### src/rtl/lcd_bus_pkg.sv
package lcd_bus_pkg;
   typedef enum logic [1:0] {
      SEQ_IDLE = 2'd0,
      SEQ_RUN  = 2'd1,
      SEQ_GAP  = 2'd2
   } seq_state_t;

   localparam logic [1:0] KIND_CMD  = 2'b00;
   localparam logic [1:0] KIND_DATA = 2'b01;

   function automatic logic kind_is_write(input logic [1:0] kind);
      return ~kind[1];
   endfunction

   function automatic logic kind_a0(input logic [1:0] kind);
      return kind != KIND_CMD;
   endfunction
endpackage

### src/rtl/lcd_tick_gen.sv
module lcd_tick_gen #(
   parameter bit HAS_X2 = 1'b1
) (
   input  logic clk,
   input  logic rst_n,
   input  logic start,
   input  logic run,
   input  logic x2,
   output logic tick_end,
   output logic tick_first
);
   generate
      if (HAS_X2) begin : g_dbl
         logic phase;
         always_ff @(posedge clk or negedge rst_n) begin
            if (!rst_n)          phase <= 1'b0;
            else if (start)      phase <= 1'b0;
            else if (run && x2)  phase <= ~phase;
         end
         assign tick_end   = ~x2 | phase;
         assign tick_first = ~x2 | ~phase;
      end else begin : g_single
         logic unused_tick_in;
         assign unused_tick_in = ^{clk, rst_n, start, run, x2};
         assign tick_end   = 1'b1;
         assign tick_first = 1'b1;
      end
   endgenerate
endmodule

### src/rtl/lcd_cycle_seq.sv
module lcd_cycle_seq
   import lcd_bus_pkg::*;
#(
   parameter int CNT_W = 6
) (
   input  logic             clk,
   input  logic             rst_n,
   input  logic             start,
   input  logic             is_write,
   input  logic             tick_end,
   input  logic [CNT_W-1:0] cyc_len,
   input  logic [CNT_W-1:0] gap_len,
   output logic             busy,
   output logic             in_cycle,
   output logic [CNT_W-1:0] cnt
);
   localparam logic [CNT_W-1:0] ONE = CNT_W'(1);

   seq_state_t state;

   always_ff @(posedge clk or negedge rst_n) begin
      if (!rst_n) begin
         state <= SEQ_IDLE;
         cnt   <= '0;
      end else begin
         unique case (state)
            SEQ_IDLE: if (start) begin
               state <= SEQ_RUN;
               cnt   <= '0;
            end
            SEQ_RUN: if (tick_end) begin
               if (cnt == cyc_len - ONE) begin
                  cnt   <= '0;
                  state <= (is_write && gap_len != '0) ? SEQ_GAP : SEQ_IDLE;
               end else begin
                  cnt <= cnt + ONE;
               end
            end
            SEQ_GAP: if (tick_end) begin
               if (cnt == gap_len - ONE) begin
                  cnt   <= '0;
                  state <= SEQ_IDLE;
               end else begin
                  cnt <= cnt + ONE;
               end
            end
            default: state <= SEQ_IDLE;
         endcase
      end
   end

   assign busy     = state != SEQ_IDLE;
   assign in_cycle = state == SEQ_RUN;
endmodule

### src/rtl/lcd_edge_window.sv
module lcd_edge_window #(
   parameter int ON_W  = 4,
   parameter int OFF_W = 6,
   parameter int CNT_W = 6
) (
   input  logic             en,
   input  logic [CNT_W-1:0] cnt,
   input  logic [ON_W-1:0]  t_on,
   input  logic [OFF_W-1:0] t_off,
   output logic             active
);
   assign active = en && (cnt >= CNT_W'(t_on)) && (cnt < CNT_W'(t_off));
endmodule

### src/rtl/lcd_bus_timer.sv
module lcd_bus_timer
   import lcd_bus_pkg::*;
#(
   parameter int DW     = 16,
   parameter int ON_W   = 4,
   parameter int OFF_W  = 6,
   parameter int CNT_W  = 6,
   parameter bit HAS_X2 = 1'b1
) (
   input  logic             clk,
   input  logic             rst_n,
   input  logic [ON_W-1:0]  cfg_cs_on,
   input  logic [OFF_W-1:0] cfg_cs_off,
   input  logic [ON_W-1:0]  cfg_we_on,
   input  logic [OFF_W-1:0] cfg_we_off,
   input  logic [ON_W-1:0]  cfg_re_on,
   input  logic [OFF_W-1:0] cfg_re_off,
   input  logic [CNT_W-1:0] cfg_wr_cyc,
   input  logic [CNT_W-1:0] cfg_rd_cyc,
   input  logic [CNT_W-1:0] cfg_cs_gap,
   input  logic [CNT_W-1:0] cfg_acc,
   input  logic             cfg_tick_x2,
   input  logic             cfg_cs_pol,
   input  logic             cfg_we_pol,
   input  logic             cfg_re_pol,
   input  logic             cfg_a0_pol,
   input  logic             req_valid,
   input  logic [1:0]       req_kind,
   input  logic [DW-1:0]    req_wdata,
   output logic             req_ready,
   output logic             busy,
   output logic             rsp_valid,
   output logic [DW-1:0]    rsp_rdata,
   output logic             lcd_cs,
   output logic             lcd_we,
   output logic             lcd_re,
   output logic             lcd_a0,
   output logic [DW-1:0]    lcd_dout,
   output logic             lcd_oe,
   input  logic [DW-1:0]    lcd_din
);
   localparam int NSTB = 3;
   localparam int I_CS = 0;
   localparam int I_WE = 1;
   localparam int I_RE = 2;

   generate
      if (OFF_W < ON_W || CNT_W < OFF_W || DW < 1) begin : g_bad_cfg
         $error("lcd_bus_timer: widths must satisfy ON_W <= OFF_W <= CNT_W");
      end
   endgenerate

   logic             start, in_cycle, tick_end, tick_first;
   logic [CNT_W-1:0] cnt;
   logic             cur_wr, cur_a0;
   logic [DW-1:0]    dout_q;
   logic [CNT_W-1:0] cyc_len;

   assign start     = req_valid && !busy;
   assign req_ready = !busy;
   assign cyc_len   = cur_wr ? cfg_wr_cyc : cfg_rd_cyc;

   always_ff @(posedge clk or negedge rst_n) begin
      if (!rst_n) begin
         cur_wr <= 1'b0;
         cur_a0 <= 1'b0;
         dout_q <= '0;
      end else if (start) begin
         cur_wr <= kind_is_write(req_kind);
         cur_a0 <= kind_a0(req_kind);
         dout_q <= req_wdata;
      end
   end

   lcd_tick_gen #(.HAS_X2(HAS_X2)) u_tick (
      .clk(clk), .rst_n(rst_n), .start(start), .run(busy),
      .x2(cfg_tick_x2), .tick_end(tick_end), .tick_first(tick_first)
   );

   lcd_cycle_seq #(.CNT_W(CNT_W)) u_seq (
      .clk(clk), .rst_n(rst_n), .start(start), .is_write(cur_wr),
      .tick_end(tick_end), .cyc_len(cyc_len), .gap_len(cfg_cs_gap),
      .busy(busy), .in_cycle(in_cycle), .cnt(cnt)
   );

   logic [ON_W-1:0]  on_a  [NSTB];
   logic [OFF_W-1:0] off_a [NSTB];
   logic [NSTB-1:0]  en_a, act_a, pol_a;

   assign on_a[I_CS]  = cfg_cs_on;  assign off_a[I_CS] = cfg_cs_off;
   assign on_a[I_WE]  = cfg_we_on;  assign off_a[I_WE] = cfg_we_off;
   assign on_a[I_RE]  = cfg_re_on;  assign off_a[I_RE] = cfg_re_off;
   assign en_a[I_CS]  = in_cycle;
   assign en_a[I_WE]  = in_cycle && cur_wr;
   assign en_a[I_RE]  = in_cycle && !cur_wr;
   assign pol_a       = {cfg_re_pol, cfg_we_pol, cfg_cs_pol};

   logic [NSTB-1:0] lvl_a;
   generate
      for (genvar s = 0; s < NSTB; s++) begin : g_stb
         lcd_edge_window #(.ON_W(ON_W), .OFF_W(OFF_W), .CNT_W(CNT_W)) u_win (
            .en(en_a[s]), .cnt(cnt), .t_on(on_a[s]), .t_off(off_a[s]),
            .active(act_a[s])
         );
         assign lvl_a[s] = pol_a[s] ? act_a[s] : ~act_a[s];
      end
   endgenerate

   assign lcd_cs   = lvl_a[I_CS];
   assign lcd_we   = lvl_a[I_WE];
   assign lcd_re   = lvl_a[I_RE];
   assign lcd_a0   = cur_a0 ^ cfg_a0_pol;
   assign lcd_dout = dout_q;
   assign lcd_oe   = in_cycle && cur_wr && (cnt < CNT_W'(cfg_we_off));

   logic capture;
   assign capture = in_cycle && !cur_wr && tick_first && (cnt == cfg_acc);

   always_ff @(posedge clk or negedge rst_n) begin
      if (!rst_n) begin
         rsp_valid <= 1'b0;
         rsp_rdata <= '0;
      end else begin
         rsp_valid <= capture;
         if (capture) rsp_rdata <= lcd_din;
      end
   end
endmodule

### config.mk
export PLATFORM = sky130hd
export DESIGN_NAME = lcd_bus_timer
export DESIGN_NICKNAME = d
export VERILOG_FILES = /design/src/rtl/lcd_bus_pkg.sv /design/src/rtl/lcd_tick_gen.sv /design/src/rtl/lcd_cycle_seq.sv /design/src/rtl/lcd_edge_window.sv /design/src/rtl/lcd_bus_timer.sv
export SDC_FILE = /design/constraint.sdc
export NUM_CORES = 1
export LEC_CHECK = 0
export ABC_CLOCK_PERIOD_IN_PS = 6350
export BUFFER_PORTS_ARGS = -buffer_cell sky130_fd_sc_hd__buf_2
export CORE_AREA = 2 2 80 82
export DETAILED_ROUTE_END_ITERATION = 7
export DIE_AREA = 0 0 82 84
export GPL_ROUTABILITY_DRIVEN = 0
export GPL_TIMING_DRIVEN = 0
export PLACE_DENSITY = 0.85
export SETUP_SLACK_MARGIN = 0.5
export SKIP_LAST_GASP = 1
export SYNTH_ARGS = -nofsm -noshare
export SYNTH_HDL_FRONTEND = slang
export SYNTH_SLANG_ARGS = --single-unit
### constraint.sdc
create_clock -name clk -period 6.35 [get_ports clk]
set_input_delay 0.3175 -clock clk [delete_from_list [all_inputs] [get_ports clk]]
set_output_delay 0.3175 -clock clk [all_outputs]
set_load 0.05 [all_outputs]
# Word-level counts from Yosys, hierarchy flattened
# Cells that the tools add are included.
# totals
ram_bits	0
memories	0
romBits	0
latch_bits	0
word_cells	79
input_bits	96
out_inout_bits	40
regBits	44
# op_classes
add_sub_neg	3
bitwise_logic	9
muxes	19
n_div	0
multipliers	0
shifts	0
reduce_logical	24
n_lt_le_gt_ge	6
eq_ne	10
# op_table
operator	count
two-way mux 6 bit	6
equality test 6 bit	3
>= comparator 6 x 4 -> 1 bit	3
less-than comparator 6 bit	3
one-hot mux 6 bit (3 select lines)	1
logical AND 1 bit	14
two-way mux 2 bit	6
subtractor 6 x 1 -> 6 bit (second input constant)	2
inequality test 2 bit (second input constant)	4
adder 6 x 1 -> 6 bit (second input constant)	1
NOT 1 bit	6
one-hot mux 2 bit (3 select lines)	1
nonzero test 2 bit	3
nonzero test 6 bit	1
two-way mux 1 bit	5
AND reduction 5 bit	1
AND reduction 4 bit	1
nonzero test 3 bit	1
equality test 2 x 1 -> 1 bit (second input constant)	1
equality test 2 bit (second input constant)	1
zero test 1 bit	2
zero test 2 bit	1
inequality test 2 x 1 -> 1 bit (second input constant)	1
bitwise OR 1 bit	2
XOR 1 bit	1

# Longest topological paths before layout
# Gate-level depths: netlist of run 1.
# depth
ltp_word	6
mapped_depth	10

# Cells and area by module
# Synthesis of run 1 repeated with hierarchy kept, for this count alone.
# unflattened
cells_unflattened	328
hier_area_um2	3364.5
# modules_own_cells
module	instances	cells_each	seq_area_each_um2	area_per_inst_um2
lcd_bus_timer	1	120	875.8	1705.4
lcd_cycle_seq	1	106	200.2	854.6
lcd_edge_window	3	32	0.0	247.7
lcd_tick_gen	1	6	25.0	61.3

# Worst setup path before layout of run 1
# Ideal clock, no wire load.
# synth_path
kind	reg-to-output
start	register u_seq.cnt[0]
end	output lcd_re
path_buffers	0
arrival_ps	2621
path_stages_with_launch	10
setup_slack_ps	3411
required_time_ps	6032
cell_sequence	dfrtp_1 inv_1 ha_1 nand2b_1 a21o_1 a21o_1 a2111oi_0 nor4b_1 o21ai_0 xor2_1
# synth_between
elab_chain_len	5
elab_cells_between_ends	6
classes_between	2 x order compare; 1 x mux; 1 x bitwise; 2 x reduce/logical
# synth_lines
element	line	source
from (decl)	lcd_cycle_seq.sv:15	output logic [CNT_W-1:0] cnt
from (signal assigned)	lcd_cycle_seq.sv:36	cnt <= cnt + ONE;
from (signal assigned)	lcd_cycle_seq.sv:44	cnt <= cnt + ONE;
>= comparator 6 x 4 -> 1 bit	lcd_edge_window.sv:12	assign active = en && (cnt >= CNT_W'(t_on)) && (cnt < CNT_W'(t_off));
logical AND 1 bit	lcd_edge_window.sv:12	
logical AND 1 bit (*)	lcd_edge_window.sv:12	
NOT 1 bit	lcd_bus_timer.sv:105	assign lvl_a[s] = pol_a[s] ? act_a[s] : ~act_a[s];
two-way mux 1 bit (*)	lcd_bus_timer.sv:105	
to (decl)	lcd_bus_timer.sv:36	output logic lcd_re,
# Every way passes the cells marked *; elsewhere a longest branch is shown, timed or not.

# Worst setup path in the final report of run 1
# Ends and elaborated chain as after synthesis.

==> results of run 1 <==
worst paths after layout:
kind / end / slack (ps)
worst min register to register: lcd_dout[5] / 510
max in group asynchronous: u_seq.cnt[1] / 5590
min in group clk: cur_wr / 230
worst max register to register: u_seq.state[1] / 3630
worst min-delay path: rsp_rdata[12] / 170
worst max-delay path: lcd_re / 3090
cell usage after synthesis, types with 2 or more instances:
library cell                number  area, sq um
sky130_fd_sc_hd__dfrtp_1        44         1101
sky130_fd_sc_hd__ha_1           35        437.9
sky130_fd_sc_hd__inv_1          33        123.9
sky130_fd_sc_hd__mux2_2         32        360.4
sky130_fd_sc_hd__xnor2_1        17        148.9
sky130_fd_sc_hd__nand2_1        15        56.30
sky130_fd_sc_hd__o21ai_0        15        75.07
sky130_fd_sc_hd__nor2_1          9        33.78
sky130_fd_sc_hd__xor2_1          8        70.07
sky130_fd_sc_hd__a21o_1          6        45.04
sky130_fd_sc_hd__a21oi_1         6        30.03
sky130_fd_sc_hd__mux2i_1         6        60.06
sky130_fd_sc_hd__nand2b_1        6        37.54
sky130_fd_sc_hd__nand3_1         6        30.03
sky130_fd_sc_hd__nor3_1          6        30.03
sky130_fd_sc_hd__clkbuf_1        4        15.01
sky130_fd_sc_hd__nand4_1         4        25.02
sky130_fd_sc_hd__o311ai_0        4        35.03
sky130_fd_sc_hd__a2111oi_0       3        26.28
sky130_fd_sc_hd__a21boi_0        3        22.52
sky130_fd_sc_hd__buf_2           3        15.01
sky130_fd_sc_hd__buf_6           3        33.78
sky130_fd_sc_hd__nor4b_1         3        26.28
sky130_fd_sc_hd__o21a_1          3        22.52
sky130_fd_sc_hd__nor3b_1         2        15.01
sky130_fd_sc_hd__nor4_1          2        12.51
registers in the layout, summed over array words and instances (netlist names):
name,cells
cur_wr,1
rsp_valid,1
u_seq.cnt,6
rsp_rdata,16
u_seq.state,2
u_tick.g_dbl.phase,1
lcd_dout,16
cur_a0,1
logic make-up (layout without fill, tap and decap cells):
group           count (synthesis)  after routing  share of synthesized area
compound gates                 50             50                     0.1145
simple gates                   59             59                     0.1034
xor+xnor                       25             25                    0.07181
flops                          44             44                     0.3611
fa+ha+maj                      35             35                     0.1436
buf+inv                        44            187                    0.06278
mux                            39             39                     0.1428
per-layer routing:
layer | routed length (um) | vias up | global-route usage
met2 | 3615 | 122 | 0.3910
li1 | - | 1322 | -
met1 | 2955 | 1251 | 0.2463
met3 | 681 | 8 | 0.06169
met4 | 46 | 2 | 0.05606
met5 | 13 | - | 0
metrics by stage:
step / power [mW] / utilization / instance area (sq um) / hold WS, ps / setup slack [ps]
3_5_place_dp: 1.415 / 0.6268 / 3821 / 488.2 / 3314
5_1_grt: 1.732 / 0.6468 / 3943 / 241.2 / 2854
4_1_cts: 1.644 / 0.6468 / 3943 / 203.6 / 2987
2_1_floorplan: 1.178 / - / 3049 / 21.91 / 3411
3_3_place_gp: 1.387 / 0.6268 / 3821 / 482.9 / 3455
6_report: 1.632 / 0.6468 / 3943 / 174.2 / 3089
power groups by stage:
stage	Clock (mW)	Sequential (mW)	Combinational, mW
2_1_floorplan	0	0.742	0.435
3_3_place_gp	0	0.447	0.940
3_5_place_dp	0	0.454	0.961
4_1_cts	0.230	0.450	0.964
5_1_grt	0.239	0.463	1.03
6_report	0.224	0.449	0.958
final cells by class:
type	instances	area, sq um
plain buffers	11	67.56
clock buffers	6	82.58
clock inverters	2	38.79
fillers	500	2153
inverters	33	123.9
multi-input cells	208	1757
flip-flops and latches	44	1101
well taps	77	96.34
repair buffers	135	675.6
==> Flow_metrics.wiki, run 1 <==
{| class="wikitable"
! Metric !! Value
|-
| Post-cts gate resize count || 0
|-
| Full die area || ~0.007 sq mm
|-
| Number of global-route vias before repair || about 2,800
|-
| Fmax || just over 0.3 GHz
|-
| Final Skew || between 7 and 8 ps
|-
| Non-filler cells, final || approximately 520
|-
| Internal power of the cells || 826.5 uW
|-
| Portion of the clock cycle consumed by the worst path in the final layout || 0.5136
|-
| Synthesized Nets || 427
|-
| Core Area || 0.006096 sq mm
|-
| Number of H-tree levels || 2
|-
| Clock-pin transition on the worst setup and hold timing paths || 90 ps
|-
| Number of clock sinks seen by CTS || 44
|-
| Count of buffers inserted at the top-level ports || roughly 140
|-
| Levels on crit path || 10
|-
| Total via count in the routed design || 2,705
|-
| Primary FF master, synth || sky130_fd_sc_hd__dfrtp_1
|-
| DP Wirelength || 5.872 mm
|-
| Register bit count reported by yosys || 44
|-
| Max-slew violations || 0
|-
| Synthesized area per cell || about 10 sq um
|-
| Net switching power || a little over 800 uW
|-
| Count of buffer and inverter cells on the critical path || 2
|-
| GRT Residual Overflow || 0
|-
| Number of cell rows || 29
|-
| Ports placed on the boundary || 136
|-
| Critical Path Source || u_seq.cnt[0]
|-
| Width of the die || between 80 and 90 um
|-
| Clock tree from TritonCTS || done
|-
| Final net count || approximately 570
|-
| CP max stage cell || sky130_fd_sc_hd__a2111oi_0
|-
| Power share of the clock group || 0.137
|-
| Type of element capturing the critical path || output pin
|-
| CP Class || reg -> out
|-
| Post-layout minimum cycle time || approximately 3300 ps
|-
| Start of the worst register-to-register path || cur_wr
|-
| Switching part of the total power || 0.4935
|-
| Number of DRC violations after detailed routing || 0
|-
| Sequence of cells on the critical path || inv_1 > ha_1 > nand2b_1 > a21o_1 > a21o_1 > a2111oi_0 > nor4b_1 > o21ai_0 > xor2_1 > buf_2
|-
| Unrepaired setup endpoints after global routing || no
|-
| Synth Instances || around 300
|-
| Cells after DPL || around 500
|-
| Initial core utilization || 0.5002
|-
| Number of setup violations in the final report || 0
|-
| Slew at the pin with the worst max-slew slack || between 900 and 1000 ps
|-
| Highest-count cells in the layout ignoring fill and taps || 138 x sky130_fd_sc_hd__buf_2, 44 x sky130_fd_sc_hd__dfrtp_1, 35 x sky130_fd_sc_hd__ha_1, 33 x sky130_fd_sc_hd__inv_1, 32 x sky130_fd_sc_hd__mux2_2
|-
| Async SR Flop Fraction || 1.000
|-
| Worst-path maximum fanout || 7
|-
| Number of hold buffers added after cts || 0
|-
| Deepest clock path buffer count || 2
|-
| Summed negative setup slack over all endpoints || 0 ps
|-
| DIE HEIGHT || 84 um
|-
| Type of the tightest min-delay check || in -> async
|-
| Worst reg-to-reg path cell count || 10
|-
| Data required time of the worst path || between 6000 and 7000 ps
|-
| Vias per cell || 5.242
|-
| Post-route antenna net violation count || 0
|-
| Portion of the post-synthesis area used by sequential elements || 0.3611
|-
| Max transition margin || 0.3615
|-
| Wire length per cell || approximately 14 um
|-
| Critical Path Source Type || register
|-
| Number of enable-type register cells in the synthesized netlist || 0
|-
| Count of different cell masters after synthesis || 44
|-
| Max-capacitance violation count || 0
|-
| Proportion of power drawn by flip-flops and latches || 0.275
|-
| Synthesis-to-finish area growth || 29.30%
|-
| Yosys warns || 0
|-
| Violation count after the first detailed-routing iteration || approximately 130
|-
| Final hold vios || 0
|-
| Worst VDD drop || around 0.45 mV
|-
| Most common cell type on the critical path || sky130_fd_sc_hd__a21o_1
|-
| Combinational power share || 0.587
|-
| Post-Synthesis Cell Area || ~0.003 sq mm
|-
| Worst-Skew Late Latency || slightly below 300 ps
|-
| Fraction of final layout cells with drive strength greater than 1 || 0.4260
|-
| Clock tree root driver cell || sky130_fd_sc_hd__clkbuf_8
|-
| Static leakage || 2.152 nW
|-
| Pin count of the biggest net entering global routing || 45
|-
| Delay-heaviest family, CP || compound AO/OA/AOI/OAI gates
|-
| Pwr Density || ~410 mW/mm^2
|-
| Total Wirelength || 7.312 mm
|-
| Total routing usage reported by global routing || 0.2173
|-
| Buffer count from post-CTS setup fixing || 0
|-
| Antenna cell count || 0
|-
| Most common cell after layout, fill and taps aside || sky130_fd_sc_hd__buf_2
|-
| CP Data Arrival Time || approximately 2900 ps
|-
| Delay of the slowest cell on the worst path || between 400 and 500 ps
|-
| TritonCTS Buffers || 5
|-
| Number of search-and-repair iterations in the first detailed-routing pass || 4
|-
| Number of antenna violations at the first check in global routing || 1
|-
| Status || finished clean
|-
| Wire length of the first global-routing pass || between 10 and 15 mm
|}
(Power assumes the default switching activity.)
==> run 2: changes to the inputs <==
--- a/config.mk
+++ b/config.mk
@@ -5,14 +5,15 @@
 export SDC_FILE = /design/constraint.sdc
 export NUM_CORES = 1
 export LEC_CHECK = 0
-export ABC_CLOCK_PERIOD_IN_PS = 6350
+export ABC_AREA = 1
+export ABC_CLOCK_PERIOD_IN_PS = 2600
 export BUFFER_PORTS_ARGS = -buffer_cell sky130_fd_sc_hd__buf_2
-export CORE_AREA = 2 2 80 82
+export CORE_AREA = 2 2 89 91
 export DETAILED_ROUTE_END_ITERATION = 7
-export DIE_AREA = 0 0 82 84
+export DIE_AREA = 0 0 91 93
 export GPL_ROUTABILITY_DRIVEN = 0
 export GPL_TIMING_DRIVEN = 0
-export PLACE_DENSITY = 0.85
+export PLACE_DENSITY = 0.76
 export SETUP_SLACK_MARGIN = 0.5
 export SKIP_LAST_GASP = 1
 export SYNTH_ARGS = -nofsm -noshare
==> constraint.sdc (replaced) <==
create_clock -name clk -period 2.6 [get_ports clk]
set_input_delay 0.13 -clock clk [delete_from_list [all_inputs] [get_ports clk]]
set_output_delay 0.13 -clock clk [all_outputs]
set_load 0.05 [all_outputs]
==> run 2 against run 1 <==
  * Register-to-register slack got worse by 3000 ps
  * Die area increased by 23%
  * Clock power grew 150%
  * Routed wire length increased by 19%
  * First-iteration DRC count is 34% lower
  * The run now ends with hold timing left
  * Area after synthesis grew 5.5%
  * Non-clock buffer count up 13
  * Core utilization down 4.3 points
  * Synthesized cell count grew 47%
==> Flow_metrics.wiki, run 2 <==
{| class="wikitable"
! Metric !! Value
|-
| Number of H-tree levels || 2 (unchanged)
|-
| Net switching power || 2.137 mW (was 805.2 uW)
|-
| Clock tree root driver cell || sky130_fd_sc_hd__clkbuf_8 (unchanged)
|-
| Post-Synthesis Cell Area || 0.003216 sq mm (was 0.003049 sq mm)
|-
| Share of Yosys cell area claimed by the top area cell type || 0.3424 (was 0.3611)
|-
| Power share of the clock group || 0.135 (was 0.137)
|-
| WL met3 || 650 um (was 681 um)
|-
| Adder-cell area share of the yosys netlist || 0.1362 (was 0.1436)
|-
| Compound-cell area share of the yosys netlist || 0.07043 (was 0.1145)
|-
| Static leakage || 2.616 nW (was 2.152 nW)
|-
| Type of the tightest min-delay check || in -> async (unchanged)
|-
| Most common cell type on the critical path || sky130_fd_sc_hd__o21a_1 (was sky130_fd_sc_hd__a21o_1)
|-
| Number of enable-type register cells in the synthesized netlist || 0 (unchanged)
|-
| GRT Residual Overflow || 0 (unchanged)
|-
| Number of cell rows || 32 (was 29)
|-
| Largest family of logic cells by synthesized area || simple AND/OR/NAND/NOR gates (was adder cells)
|-
| Synth Instances || 434 (was 296)
|-
| Antenna cell count || 0 (unchanged)
|-
| Worst-path maximum fanout || 2 (was 7)
|-
| Worst VDD drop || 0.7217 mV (was 0.4535 mV)
|-
| Final Skew || 5.153 ps (was 7.928 ps)
|-
| Type of element capturing the critical path || output pin (unchanged)
|-
| Number of search-and-repair iterations in the first detailed-routing pass || 4 (unchanged)
|-
| Most instantiated cells after synthesis || 171 x sky130_fd_sc_hd__nand2_1, 52 x sky130_fd_sc_hd__inv_1, 44 x sky130_fd_sc_hd__dfrtp_1, 35 x sky130_fd_sc_hd__ha_1, 26 x sky130_fd_sc_hd__nand3_1 (was 44 x sky130_fd_sc_hd__dfrtp_1, 35 x sky130_fd_sc_hd__ha_1, 33 x sky130_fd_sc_hd__inv_1, 32 x sky130_fd_sc_hd__mux2_2, 17 x sky130_fd_sc_hd__xnor2_1)
|-
| CP Data Arrival Time || 2010 ps (was 2940 ps)
|-
| Violated checks || hold timing
|-
| Cell accounting for the most synthesized area || sky130_fd_sc_hd__dfrtp_1 (unchanged)
|-
| Initial core utilization || 0.4272 (was 0.5002)
|-
| Leading post-synthesis cells by cell area || sky130_fd_sc_hd__dfrtp_1 34%, sky130_fd_sc_hd__nand2_1 20%, sky130_fd_sc_hd__ha_1 14% (was sky130_fd_sc_hd__dfrtp_1 36%, sky130_fd_sc_hd__ha_1 14%, sky130_fd_sc_hd__mux2_2 12%)
|-
| Slew at the pin with the worst max-slew slack || 1005 ps (was 957.7 ps)
|-
| Portion of the post-synthesis area used by sequential elements || 0.3424 (was 0.3611)
|-
| Vias per cell || 4.749 (was 5.242)
|-
| Pin count of the biggest net entering global routing || 45 (unchanged)
|-
| Worst-Skew Late Latency || 300 ps (was 290 ps)
|-
| Wire length the detailed router placed on met1 || 3.819 mm (was 2.955 mm)
|-
| Most frequent cell after synthesis || sky130_fd_sc_hd__nand2_1 (was sky130_fd_sc_hd__dfrtp_1)
|-
| Sequence of cells on the critical path || clkinv_4 > ha_4 > o21a_1 > o21a_1 > o21ai_1 > nand3b_1 > nand2_2 > xor2_4 > buf_6 (was inv_1 > ha_1 > nand2b_1 > a21o_1 > a21o_1 > a2111oi_0 > nor4b_1 > o21ai_0 > xor2_1 > buf_2)
|-
| Parity-gate share of the synthesized area counting xor and xnor cells || 0.05447 (was 0.07181)
|-
| Count of buffers inserted at the top-level ports || 135 (unchanged)
|-
| Highest layer used for signal routing || met4 (was met5)
|-
| Highest-count cells in the layout ignoring fill and taps || 169 x sky130_fd_sc_hd__nand2_1, 135 x sky130_fd_sc_hd__buf_2, 51 x sky130_fd_sc_hd__inv_1, 39 x sky130_fd_sc_hd__dfrtp_1, 24 x sky130_fd_sc_hd__ha_1 (was 138 x sky130_fd_sc_hd__buf_2, 44 x sky130_fd_sc_hd__dfrtp_1, 35 x sky130_fd_sc_hd__ha_1, 33 x sky130_fd_sc_hd__inv_1, 32 x sky130_fd_sc_hd__mux2_2)
|-
| Count of different cell masters after synthesis || 36 (was 44)
|-
| Final hold vios || 8 (was 0)
|-
| Async SR Flop Fraction || 1.000 (unchanged)
|-
| Post-placement worst setup slack || 355.1 ps (was 3314 ps)
|-
| Number of antenna violations at the first check in global routing || 0 (was 1)
|-
| Synthesis-to-finish area growth || 41.32% (was 29.30%)
|-
| Summed negative setup slack over all endpoints || 0 ps (unchanged)
|-
| Cells after DPL || 671 (was 508)
|-
| Post-layout minimum cycle time || 2136 ps
|-
| Area after detailed placement || 0.004055 sq mm (was 0.003821 sq mm)
|-
| Clock-pin transition on the worst setup and hold timing paths || 90 ps (about the same)
|-
| Total Wirelength || 8.712 mm (was 7.312 mm)
|-
| Synthesized area per cell || 7.409 sq um (was 10.30 sq um)
|-
| CP max stage cell || sky130_fd_sc_hd__dfrtp_2 (was sky130_fd_sc_hd__a2111oi_0)
|-
| Number of clock sinks seen by CTS || 44 (unchanged)
|-
| Slack of the critical path || 463.5 ps (was 3089 ps)
|-
| Total via count in the routed design || 3,291 (was 2,705)
|-
| Max transition margin || 0.3300 (was 0.3615)
|-
| Width of the die || 91 um (was 82 um)
|-
| Register bit count reported by yosys || 44 (unchanged)
|-
| Clock tree from TritonCTS || done (unchanged)
|-
| Full die area || 0.008463 sq mm (was 0.006888 sq mm)
|-
| Data required time of the worst path || 2470 ps (was 6030 ps)
|-
| CP Class || reg -> out (unchanged)
|-
| Fmax || between 0.4 and 0.5 GHz
|-
| Total routing usage reported by global routing || 0.2108 (was 0.2173)
|-
| Critical Path Source Type || register (unchanged)
|-
| Final cell area excluding filler cells || 0.004544 sq mm (was 0.003943 sq mm)
|-
| Pwr Density || 897.6 mW/mm^2 (was 413.9 mW/mm^2)
|-
| Core Area || 0.007527 sq mm (was 0.006096 sq mm)
|-
| Primary FF master, synth || sky130_fd_sc_hd__dfrtp_1 (unchanged)
|-
| Wire length of the first global-routing pass || 14.68 mm (was 11.88 mm)
|-
| Non-filler cells, final || 693 (was 516)
|-
| Most common cell after layout, fill and taps aside || sky130_fd_sc_hd__nand2_1 (was sky130_fd_sc_hd__buf_2)
|-
| Portion of the clock cycle consumed by the worst path in the final layout || 0.8217
|-
| Delay of the slowest cell on the worst path || 440 ps (was 480 ps)
|-
| Combinational power share || 0.598 (was 0.587)
|-
| Post-route antenna net violation count || 0 (unchanged)
|-
| Synthesized Nets || 565 (was 427)
|-
| Number of global-route vias before repair || 3,338 (was 2,834)
|-
| Max-capacitance violation count || 0 (unchanged)
|-
| TritonCTS Buffers || 5 (unchanged)
|-
| Proportion of power drawn by flip-flops and latches || 0.266 (was 0.275)
|-
| DP Wirelength || 6.371 mm (was 5.872 mm)
|-
| Yosys warns || 0 (unchanged)
|-
| Ports placed on the boundary || 136 (unchanged)
|-
| Max-slew violations || 0 (unchanged)
|-
| Delay-heaviest family, CP || compound AO/OA/AOI/OAI gates (unchanged)
|-
| Deepest clock path buffer count || 2 (unchanged)
|-
| Detailed route wirelength on metal2 || 4.143 mm (was 3.615 mm)
|-
| Switching part of the total power || 0.5238 (was 0.4935)
|-
| Fraction of final layout cells with drive strength greater than 1 || 0.3756 (was 0.4260)
|-
| Multiplexer area fraction after synthesis || 0 (was 0.1428)
|-
| DIE HEIGHT || 93 um (was 84 um)
|-
| Worst hold slack after final layout || -13.74 ps (was 174.2 ps)
|-
| Number of setup violations in the final report || 0 (unchanged)
|-
| Internal power of the cells || 1.942 mW (was 826.5 uW)
|-
| Wire length per cell || 12.57 um (was 14.17 um)
|-
| Simple-gate share of the synthesized area || 0.3113 (was 0.1034)
|-
| Violation count after the first detailed-routing iteration || 84 (was 128)
|-
| Status || complete, but fails checks (was finished clean)
|-
| Unrepaired setup endpoints after global routing || yes (was no)
|-
| Count of buffer and inverter cells on the critical path || 2 (unchanged)
|-
| Number of DRC violations after detailed routing || 0 (unchanged)
|-
| Final net count || 721 (was 569)
|}
[run 2: layout make-up]
class / instances / area, sq um
flip-flops and latches: 44 / 1107
multi-input cells: 324 / 2082
fillers: 702 / 2983
repair buffers: 149 / 820.8
clock buffers: 5 / 68.82
inverters: 56 / 226.5
plain buffers: 10 / 65.06
well taps: 102 / 127.6
clock inverters: 3 / 46.29
[run 2: path summary, 6_finish.rpt]
kind | startpoint | endpoint | slack [ps] | cells past startpoint
min reg2reg | rsp_rdata[2] | rsp_rdata[2] | 480 | 2
min | rst_n | rsp_rdata[6] | -10 | 1
min in group clk | lcd_din[2] | rsp_rdata[2] | 10 | 3
max | u_seq.cnt[0] | lcd_we | 460 | 9
max in group asynchronous | rst_n | u_seq.cnt[4] | 1920 | 1
max reg2reg | cur_wr | u_seq.cnt[4] | 660 | 13
[run 2: power groups by stage]
stage,clock [mW],combinational [mW],sequential (mW)
after global placement,0,2.18,1.08
after detailed placement,0,2.24,1.08
after global routing,0.589,2.67,1.12
after CTS,0.564,2.36,1.08
final,0.553,2.44,1.09
after floorplan,0,1.02,1.74
[run 2: layer usage]
layer	vias to the layer above	GRT usage
met3	9	0.04754
met2	119	0.3667
met4	0	0.05556
li1	1691	-
met1	1472	0.2653
met5	-	0
[run 2: through the flow]
step	total power [mW]	hold slack, ps	utilization
4_1_cts	3.995	3.669	0.5871
3_3_place_gp	3.264	322.3	0.5387
5_1_grt	4.373	4.694	0.6037
3_5_place_dp	3.315	326.8	0.5387
6_report	4.079	-13.74	0.6037
2_1_floorplan	2.759	-165.6	-
[run 2: kinds of logic after synthesis]
| kind of cell | count (synthesis) |
|---|---|
| AOI/OAI and AO/OA | 32 |
| xor gates and xnor gates | 20 |
| adders and majority gates | 35 |
| buffers and inverters | 66 |
| DFF | 44 |
| and+or+nand+nor | 237 |
[run 2: timing repair]
action                     in CTS  in global routing
setup endpoints to repair      16                 21
pin swaps                      17                  9
setup buffers                   9                  5
hold buffers                    0                  0
resized for setup              30                 19
